File: config.mk
export PLATFORM = sky130hd
export DESIGN_NAME = pixel_shift_reg
export DESIGN_NICKNAME = d
export VERILOG_FILES = /design/src/rtl/vps_pkg.sv /design/src/rtl/vps_mode_decode.sv /design/src/rtl/vps_bit_slice.sv /design/src/rtl/vps_store.sv /design/src/rtl/pixel_shift_reg.sv
export SDC_FILE = /design/constraint.sdc
export NUM_CORES = 1
export LEC_CHECK = 0
export BUFFER_PORTS_ARGS = -buffer_cell sky130_fd_sc_hd__buf_2
export CAP_MARGIN = 10
export CORE_MARGIN = 2
export CORE_UTILIZATION = 35
export CTS_CLUSTER_SIZE = 30
export DETAILED_ROUTE_END_ITERATION = 10
export GPL_TIMING_DRIVEN = 0
export MAX_ROUTING_LAYER = met4
export PLACE_DENSITY = 0.63
export SETUP_SLACK_MARGIN = 0.5
export SLEW_MARGIN = 20
export SYNTH_ARGS = -nofsm -noshare
export SYNTH_HDL_FRONTEND = slang
export SYNTH_SLANG_ARGS = --single-unit
File: constraint.sdc
create_clock -name clk -period 1 [get_ports clk]
set_input_delay 0.2 -clock clk [delete_from_list [all_inputs] [get_ports clk]]
set_output_delay 0.2 -clock clk [all_outputs]
set_load 0.03 [all_outputs]
File: src/rtl/vps_pkg.sv
// Package vps_pkg
// Shared operation codes for the pixel shift register.
// Assumes: one operation is chosen per clock edge by a fixed priority.
package vps_pkg;
    typedef enum logic [2:0] {
        OP_CLEAR   = 3'd0,
        OP_CURSOR  = 3'd1,
        OP_LOAD    = 3'd2,
        OP_LOADINV = 3'd3,
        OP_SHIFT   = 3'd4
    } vps_op_e;
endpackage

File: src/rtl/vps_mode_decode.sv
// Module vps_mode_decode
// Picks the single operation for the coming edge.
// Priority order: reset, cursor, load (true or inverted), shift.
// Assumes: rst_n and load_n are active low.
module vps_mode_decode
    import vps_pkg::*;
(
    input  logic    rst_n,
    input  logic    load_n,
    input  logic    rev_video,
    input  logic    cursor_on,
    output vps_op_e op
);
    // Priority decode of the control inputs
    always_comb begin
        if (!rst_n)
            op = OP_CLEAR;
        else if (cursor_on)
            op = OP_CURSOR;
        else if (!load_n)
            op = rev_video ? OP_LOADINV : OP_LOAD;
        else
            op = OP_SHIFT;
    end
endmodule

File: src/rtl/vps_bit_slice.sv
// Module vps_bit_slice
// Next-state selector for one register bit.
// Assumes: 'above' is the old value of the next higher bit, or the fill
// value when this is the top bit.
module vps_bit_slice
    import vps_pkg::*;
(
    input  vps_op_e op,
    input  logic    din,
    input  logic    above,
    output logic    nxt
);
    // Choose this bit's next value from the operation
    always_comb begin
        unique case (op)
            OP_CLEAR:   nxt = 1'b0;
            OP_CURSOR:  nxt = 1'b1;
            OP_LOAD:    nxt = din;
            OP_LOADINV: nxt = ~din;
            OP_SHIFT:   nxt = above;
            default:    nxt = 1'b0;
        endcase
    end
endmodule

File: src/rtl/vps_store.sv
// Module vps_store
// The storage flops of the register.
// Assumes: reset is already folded into d by the bit slices.
module vps_store #(
    parameter int WIDTH = 8
) (
    input  logic             clk,
    input  logic [WIDTH-1:0] d,
    output logic [WIDTH-1:0] q
);
    // Capture the next state on the rising edge
    always_ff @(posedge clk) begin
        q <= d;
    end
endmodule

File: src/rtl/pixel_shift_reg.sv
// Module pixel_shift_reg
// Parallel-load register that serializes a byte toward bit 0. It can
// capture the byte true or inverted, and it can be forced to a cursor
// block of ones.
// Assumes: synchronous active-low reset; zeros fill from the top.
module pixel_shift_reg
    import vps_pkg::*;
#(
    parameter int WIDTH = 8
) (
    input  logic             clk,
    input  logic             rst_n,
    input  logic             load_n,
    input  logic             rev_video,
    input  logic             cursor_on,
    input  logic [WIDTH-1:0] data_in,
    output logic [WIDTH-1:0] q,
    output logic             pixel_out
);
    localparam logic FILL = 1'b0;

    vps_op_e          op;
    logic [WIDTH-1:0] q_next;
    logic [WIDTH:0]   chain;

    vps_mode_decode u_dec (
        .rst_n     (rst_n),
        .load_n    (load_n),
        .rev_video (rev_video),
        .cursor_on (cursor_on),
        .op        (op)
    );

    // Shift chain: the top bit is fed by the fill value
    assign chain = {FILL, q};

    for (genvar n = 0; n < WIDTH; n++) begin : g_slice
        vps_bit_slice u_slice (
            .op    (op),
            .din   (data_in[n]),
            .above (chain[n+1]),
            .nxt   (q_next[n])
        );
    end

    vps_store #(.WIDTH(WIDTH)) u_store (
        .clk (clk),
        .d   (q_next),
        .q   (q)
    );

    // Pixel for the current cycle
    assign pixel_out = q[0];
endmodule

==> results of run 1 <==
## how the worst max path moves through the flow
stage	start	to	slack [ns]	depth (start not counted)
floorplan	cursor_on	u_store.q[1]	0.05	4
global placement	load_n	u_store.q[5]	-0.03	4
detailed placement	load_n	u_store.q[2]	-0.04	4
CTS	u_store.q[0]	q[0]	-0.02	2
global route	u_store.q[0]	q[0]	-0.05	2
finish	u_store.q[0]	q[0]	-0.02	2
## cell usage in the layout (no fill, tap or decap), types with 3 or more instances in the layout
cell	Yosys	layout
or2b_1	7	7
o221a_1	7	7
dfxtp_2	0	7
xor2_1	7	7
clkbuf_4	0	3
buf_6	2	18
buf_2	0	10
## cells by family after synthesis
family                    count (synthesis)  share of synthesized area (%)
and+or+nand+nor                          10                           14.4
xor gates and xnor gates                  8                           14.7
AOI/OAI and AO/OA                         8                           17.5
buffers and inverters                    12                           19.9
DFF                                       8                           33.5
## cell type report
class                           instances  area (um2)
Fill cell                             120         559
Multi-Input combinational cell         26         230
Sequential cell                         8         173
Timing Repair Buffer                   18         140
Buffer                                 12         138
Clock buffer                            4        26.3
Tap cell                               15        18.8
## stage by stage
stage / hold slack (ns) / worst slack [ns]
floorplan: 0.371 / 0.0534
global placement: 0.474 / -0.0322
detailed placement: 0.469 / -0.0447
CTS: 0.211 / -0.0232
global route: 0.233 / -0.0526
finish: 0.216 / -0.0159
## power by group through the flow
stage	Sequential [W]	Combinational [W]	Clock, W
2_1_floorplan	0.000376	0.000211	0
4_1_cts	0.000370	0.000319	0.000269
3_5_place_dp	0.000373	0.000279	0
3_3_place_gp	0.000372	0.000277	0
6_report	0.000370	0.000316	0.000258
5_1_grt	0.000373	0.000342	0.000291
## routing by layer
layer  global-route usage (%)  share of wire, %  up-vias
met1                     16.1                44      159
met4                     5.00                 0        0
met5                        -                 0        -
met3                     6.52               8.7        0
li1                         -                 -      192
met2                     20.3                47       18
## timing repair
item,in CTS,in global routing
endpoints found under the hold margin,0,0
endpoints found under the setup margin,16,16
gates cloned,0,0
setup buffers,0,0
gates resized for setup,22,0
## worst min-delay path, cell delays in order
cell,delay (ns)
buf_6,0.11
nand2_1,0.05
o21ai_1,0.06
==> impl_metrics.csv, run 1 <==
group,metric,value,unit
status,status,"finished with violations",
status,violations,"setup timing",
power_and_ir_drop,clkPwrFrac,27.3,%
synth,synth_top_cell_area_share,33.5,%
power_and_ir_drop,combinationalPowerShare,33.4,%
worst_setup_path,cp_cell_sequence,"buf_6 > buf_6",
finish,largest_register_ffs,8,
place,dp.cells,79,
worst_setup_path,start_kind,"register",
synth,yosys_warnings,0,
sta,relSlewSlack,88.5,%
worst_hold_path,holdCritStartpoint,"cursor_on",
power_and_ir_drop,fin_total_pwr,0.000943,W
finish,drive_above_1_share,61.8,%
drt,detail_route.wl_per_cell,9.86,um
worst_hold_path,holdPathStages,3,
worst_setup_path,slowest_delay,0.34,ns
clock_tree,clock-sinks,8,
drt,drtIter0Drc,5,
worst_hold_path,hold_path_end,"u_store.q[7]",
finish,final_cells,83,
worst_setup_path,timing.rr.end,"u_store.q[2]",
power_and_ir_drop,p_int,0.000683,W
worst_setup_path,cp_top_family,"flip-flops",
sta,finalCriticalPeriod,1.02,ns
clock_tree,clockBufferDepth,2,
power_and_ir_drop,pwr-share-seq,39.2,%
job,cap_violations,0,
power_and_ir_drop,ir_drop,0.672,mV
power_and_ir_drop,swShare,27.6,%
synth,synth_fp_nets,59,
sta,layout_setup_ws,-0.0159,ns
synth,synthTopCellsByArea,"dfxtp_1, o221a_1, buf_4",
clock_tree,cts_hold_buf,0,
drt,route.detailed.drc,0,
synth,ys_seq_area_share,33.5,%
worst_hold_path,min_path_type,"in -> reg",
drt,route.detailed.vias_per_inst,4.45,
sta,hold_viol,0,
clock_tree,htreeDepth,1,
clock_tree,root_buffer,"clkbuf_4",
finish,diodes,0,
clock_tree,cts_tree,"yes",
floorplanning,die_w,41.0,um
global_routing,grt_max_degree,10,
place,io_buffers,18,
worst_setup_path,crit_type,"reg -> out",
synth,ys_top_cells_by_count,"buf_4, dfxtp_1, o221a_1, or2b_1, xor2_1",
floorplanning,die_area,0.00168,mm2
worst_setup_path,end_kind,"primary output",
synth,synthFlopType,"dfxtp_1",
drt,vias,369,
drt,route.final.wire_length,818,um
global_routing,first_global_vias,350,
clock_tree,clk_pin_slew,0.05,ns
sta,skew,0.00294,ns
synth,synth_cell_type_count,12,
global_routing,overflow,0,
sta,fin_setup_tns,-0.0200,ns
synth,syn_inst,46,
sta,setup_viol,3,
global_routing,antenna_found_initial,0,
synth,synth_edf_count,0,
power_and_ir_drop,power_density,1300,mW/mm2
worst_setup_path,reg2regPathDepth,2,
place,place_congestion,0.672,
drt,firstDrtPassIters,4,
synth,ys_seq_elements,8,
finish,largestRegisters,"u_store.q: 8 flops",
floorplanning,core_region_area,0.00128,mm2
worst_setup_path,cp.arrival,0.82,ns
power_and_ir_drop,switchingPower,0.000260,W
global_routing,grt_pass1_wl,1450,um
floorplanning,start_util,37.2,%
sta,rsz0062_at_grt,"true",
floorplanning,die_height,41.0,um
synth,syn_avg_cell_area,10.4,um2
floorplanning,pin_count,22,
finish,area_growth,51.8,%
synth,yosys.area.top_type,"dfxtp_1",
drt,ant_nets,0,
sta,post-route-period-util,102,%
synth,synth_most_common_cell,"buf_4",
worst_setup_path,rr_startpoint,"u_store.q[3]",
worst_setup_path,crit_slowest_cell,"dfxtp_4",
sta,worst_pin_slew,0.172,ns
worst_setup_path,cp.required,0.80,ns
worst_setup_path,cp_num_buf_inv,2,
finish,regMostFlops,"u_store.q",
clock_tree,clk_latency,0.25,ns
sta,slew_viol_final,0,
synth,async_flop_share,0,%
finish,stdcell_area,726,um2
global_routing,grt_util_all_layers,13.8,%
power_and_ir_drop,power.leakage,0.338,nW
sta,clock.fmax,984,MHz
place,placed_area,642,um2
worst_setup_path,critical_path.max_fanout,2,
finish,finish.utilization,56.5,%
synth,synth_area,478,um2
clock_tree,cts_buffers,3,
floorplanning,rows,13,
finish,nNetsFinal,82,
worst_setup_path,critPathMostFrequentCell,"buf_6",
worst_setup_path,r2r_slack,0.12,ns
(Power assumes the default switching activity.)
==> run 2, diff against run 1 <==
--- a/config.mk
+++ b/config.mk
@@ -9,9 +9,9 @@
 export CAP_MARGIN = 10
 export CORE_MARGIN = 2
 export CORE_UTILIZATION = 35
+export CTS_BUF_LIST = sky130_fd_sc_hd__clkbuf_16
 export CTS_CLUSTER_SIZE = 30
 export DETAILED_ROUTE_END_ITERATION = 10
-export GPL_TIMING_DRIVEN = 0
 export MAX_ROUTING_LAYER = met4
 export PLACE_DENSITY = 0.63
 export SETUP_SLACK_MARGIN = 0.5
==> run 2 against run 1 <==
Routed wire length decreased by 1.8%. Power increased by 38%. First-iteration DRC count decreased by 60%. Global-route usage decreased by 1.1 points. Critical endpoint is now q[3]. Largest power group is now clock. Die area unchanged. Worst setup slack improved by 0.12 ns. The run now ends clean. Via count decreased by 4.9%. Sequential power increased by 1%.
==> impl_metrics.csv, run 2 (synthesized netlist as in run 1, its figures left out) <==
group,metric,value,unit
clock_tree,post-cts-setup-buffer-count,0,
finish,largest_register_ffs,8,
global_routing,overflow,0,
sta,worst_pin_slew,0.234,ns
drt,route.detailed.vias_per_inst,4.68,
clock_tree,cts_buffers,3,
clock_tree,clk_pin_slew,0.04,ns
drt,route.detailed.drc,0,
place,placed_area,527,um2
power_and_ir_drop,ir_drop,1.11,mV
worst_setup_path,cp_top_family,"flip-flops",
finish,num-fill-cells,120,
worst_setup_path,path_depth,1,
clock_tree,clockBufferDepth,2,
finish,final_common_cell,"buf_2",
sta,skew,0.00108,ns
sta,finalCriticalPeriod,0.897,ns
status,status,"finished clean",
place,place_congestion,0.746,
worst_setup_path,start_kind,"register",
power_and_ir_drop,fin_total_pwr,0.00131,W
power_and_ir_drop,power.leakage,0.313,nW
worst_setup_path,crit_type,"reg -> out",
drt,detail_route.wl_per_cell,10.7,um
place,io_buffers,21,
floorplanning,die_area,0.00168,mm2
clock_tree,htreeDepth,1,
finish,area_growth,42.1,%
worst_hold_path,min_path_type,"in -> reg",
clock_tree,root_buffer,"clkbuf_16",
worst_setup_path,cp_cell_sequence,"buf_6",
floorplanning,start_util,37.2,%
clock_tree,cts_tree,"yes",
finish,largestRegisters,"u_store.q: 8 flops",
worst_setup_path,crit_slowest_cell,"dfxtp_2",
worst_setup_path,end_kind,"primary output",
floorplanning,rows,13,
finish,diodes,0,
clock_tree,clk_latency,0.23,ns
worst_setup_path,rr_startpoint,"u_store.q[4]",
global_routing,antenna_found_initial,0,
drt,drtIter0Drc,2,
worst_setup_path,critical_path.max_fanout,2,
finish,final_cell_mix,"buf_2, buf_6",
sta,relSlewSlack,84.4,%
sta,fin_setup_tns,0,ns
sta,post-route-period-util,89.7,%
global_routing,first_global_vias,326,
worst_hold_path,holdPathStages,3,
finish,stdcell_area,679,um2
worst_setup_path,slowest_delay,0.34,ns
sta,rsz0062_at_grt,"true",
sta,setup_viol,0,
sta,hold_viol,0,
clock_tree,cts_hold_buf,0,
floorplanning,pin_count,22,
worst_setup_path,cp_num_buf_inv,1,
drt,vias,351,
worst_setup_path,cp.arrival,0.70,ns
global_routing,grt_max_degree,10,
floorplanning,die_height,41.0,um
worst_hold_path,holdCritStartpoint,"data_in[7]",
global_routing,grt_util_all_layers,12.7,%
finish,nNetsFinal,74,
drt,ant_nets,0,
drt,firstDrtPassIters,2,
global_routing,grt_pass1_wl,1280,um
floorplanning,die_w,41.0,um
worst_setup_path,reg2regPathDepth,2,
floorplanning,core_region_area,0.00128,mm2
job,cap_violations,0,
drt,route.final.wire_length,803,um
clock_tree,clock-sinks,8,
worst_setup_path,crit_path_start,"u_store.q[3]",
sta,slew_viol_final,0,
worst_setup_path,cp.required,0.80,ns
sta,clock.fmax,1120,MHz
power_and_ir_drop,power_density,1920,mW/mm2
finish,regMostFlops,"u_store.q",
finish,drive_above_1_share,58.3,%
-- run 2: cell count changes in the layout (fill, tap and decap cells not counted), sizes merged --
| cell | previous run | this run |
|---|---|---|
| buf | 29 | 22 |
| inv | 0 | 1 |
| clkbuf | 5 | 3 |
-- run 2: layer usage --
layer  GRT usage [%]  vias up  routed length (um)
met5               -        -                   0
met3            4.89        0                  49
met4            7.50        0                   0
met2            20.3       15                 411
met1            13.1      158                 342
li1                -      178                   -
-- run 2: final timing paths --
| kind | end | slack, ns |
|---|---|---|
| setup / recovery | q[3] | 0.10 |
| hold / removal | u_store.q[7] | 0.28 |
| setup reg to reg | u_store.q[3] | 0.11 |
| hold reg to reg | u_store.q[4] | 0.61 |
-- run 2: cell type report --
type | instances | area [um2] | area share (%)
flip-flops and latches | 8 | 173 | 25.4
clock buffers | 3 | 75.1 | 11.0
multi-input cells | 26 | 234 | 34.4
repair buffers | 22 | 175 | 25.8
clock inverters | 1 | 3.75 | 0.552
well taps | 15 | 18.8 | 2.76
-- run 2: stage by stage --
stage / std cells / util, % / setup slack [ns] / hold slack (ns)
2_1_floorplan: 46 / - / 0.0534 / 0.371
3_3_place_gp: 71 / 41.0 / -0.00355 / 0.508
3_5_place_dp: 71 / 41.0 / -0.0187 / 0.510
4_1_cts: 75 / 52.3 / 0.0967 / 0.269
5_1_grt: 75 / 52.9 / 0.0855 / 0.289
6_report: 75 / 52.9 / 0.103 / 0.276
-- run 2: what timing repair did --
item                       in CTS  in global routing
gates cloned                    0                  0
setup endpoints to repair      17                 17
pin swaps                       0                  1
resized for setup              25                  2
-- run 2: where the power goes --
part	leakage, nW	total (W)	switching (W)	internal (W)
clock	0.0423	0.000677	0.000157	0.000521
combinational	0.202	0.000255	0.000127	0.000128
sequential	0.0687	0.000374	0.0000196	0.000354
-- run 2: worst reg2reg max path: stages (launching register included) --
cell     delay, ns
dfxtp_2       0.32
or2b_1        0.21
o221a_1       0.24
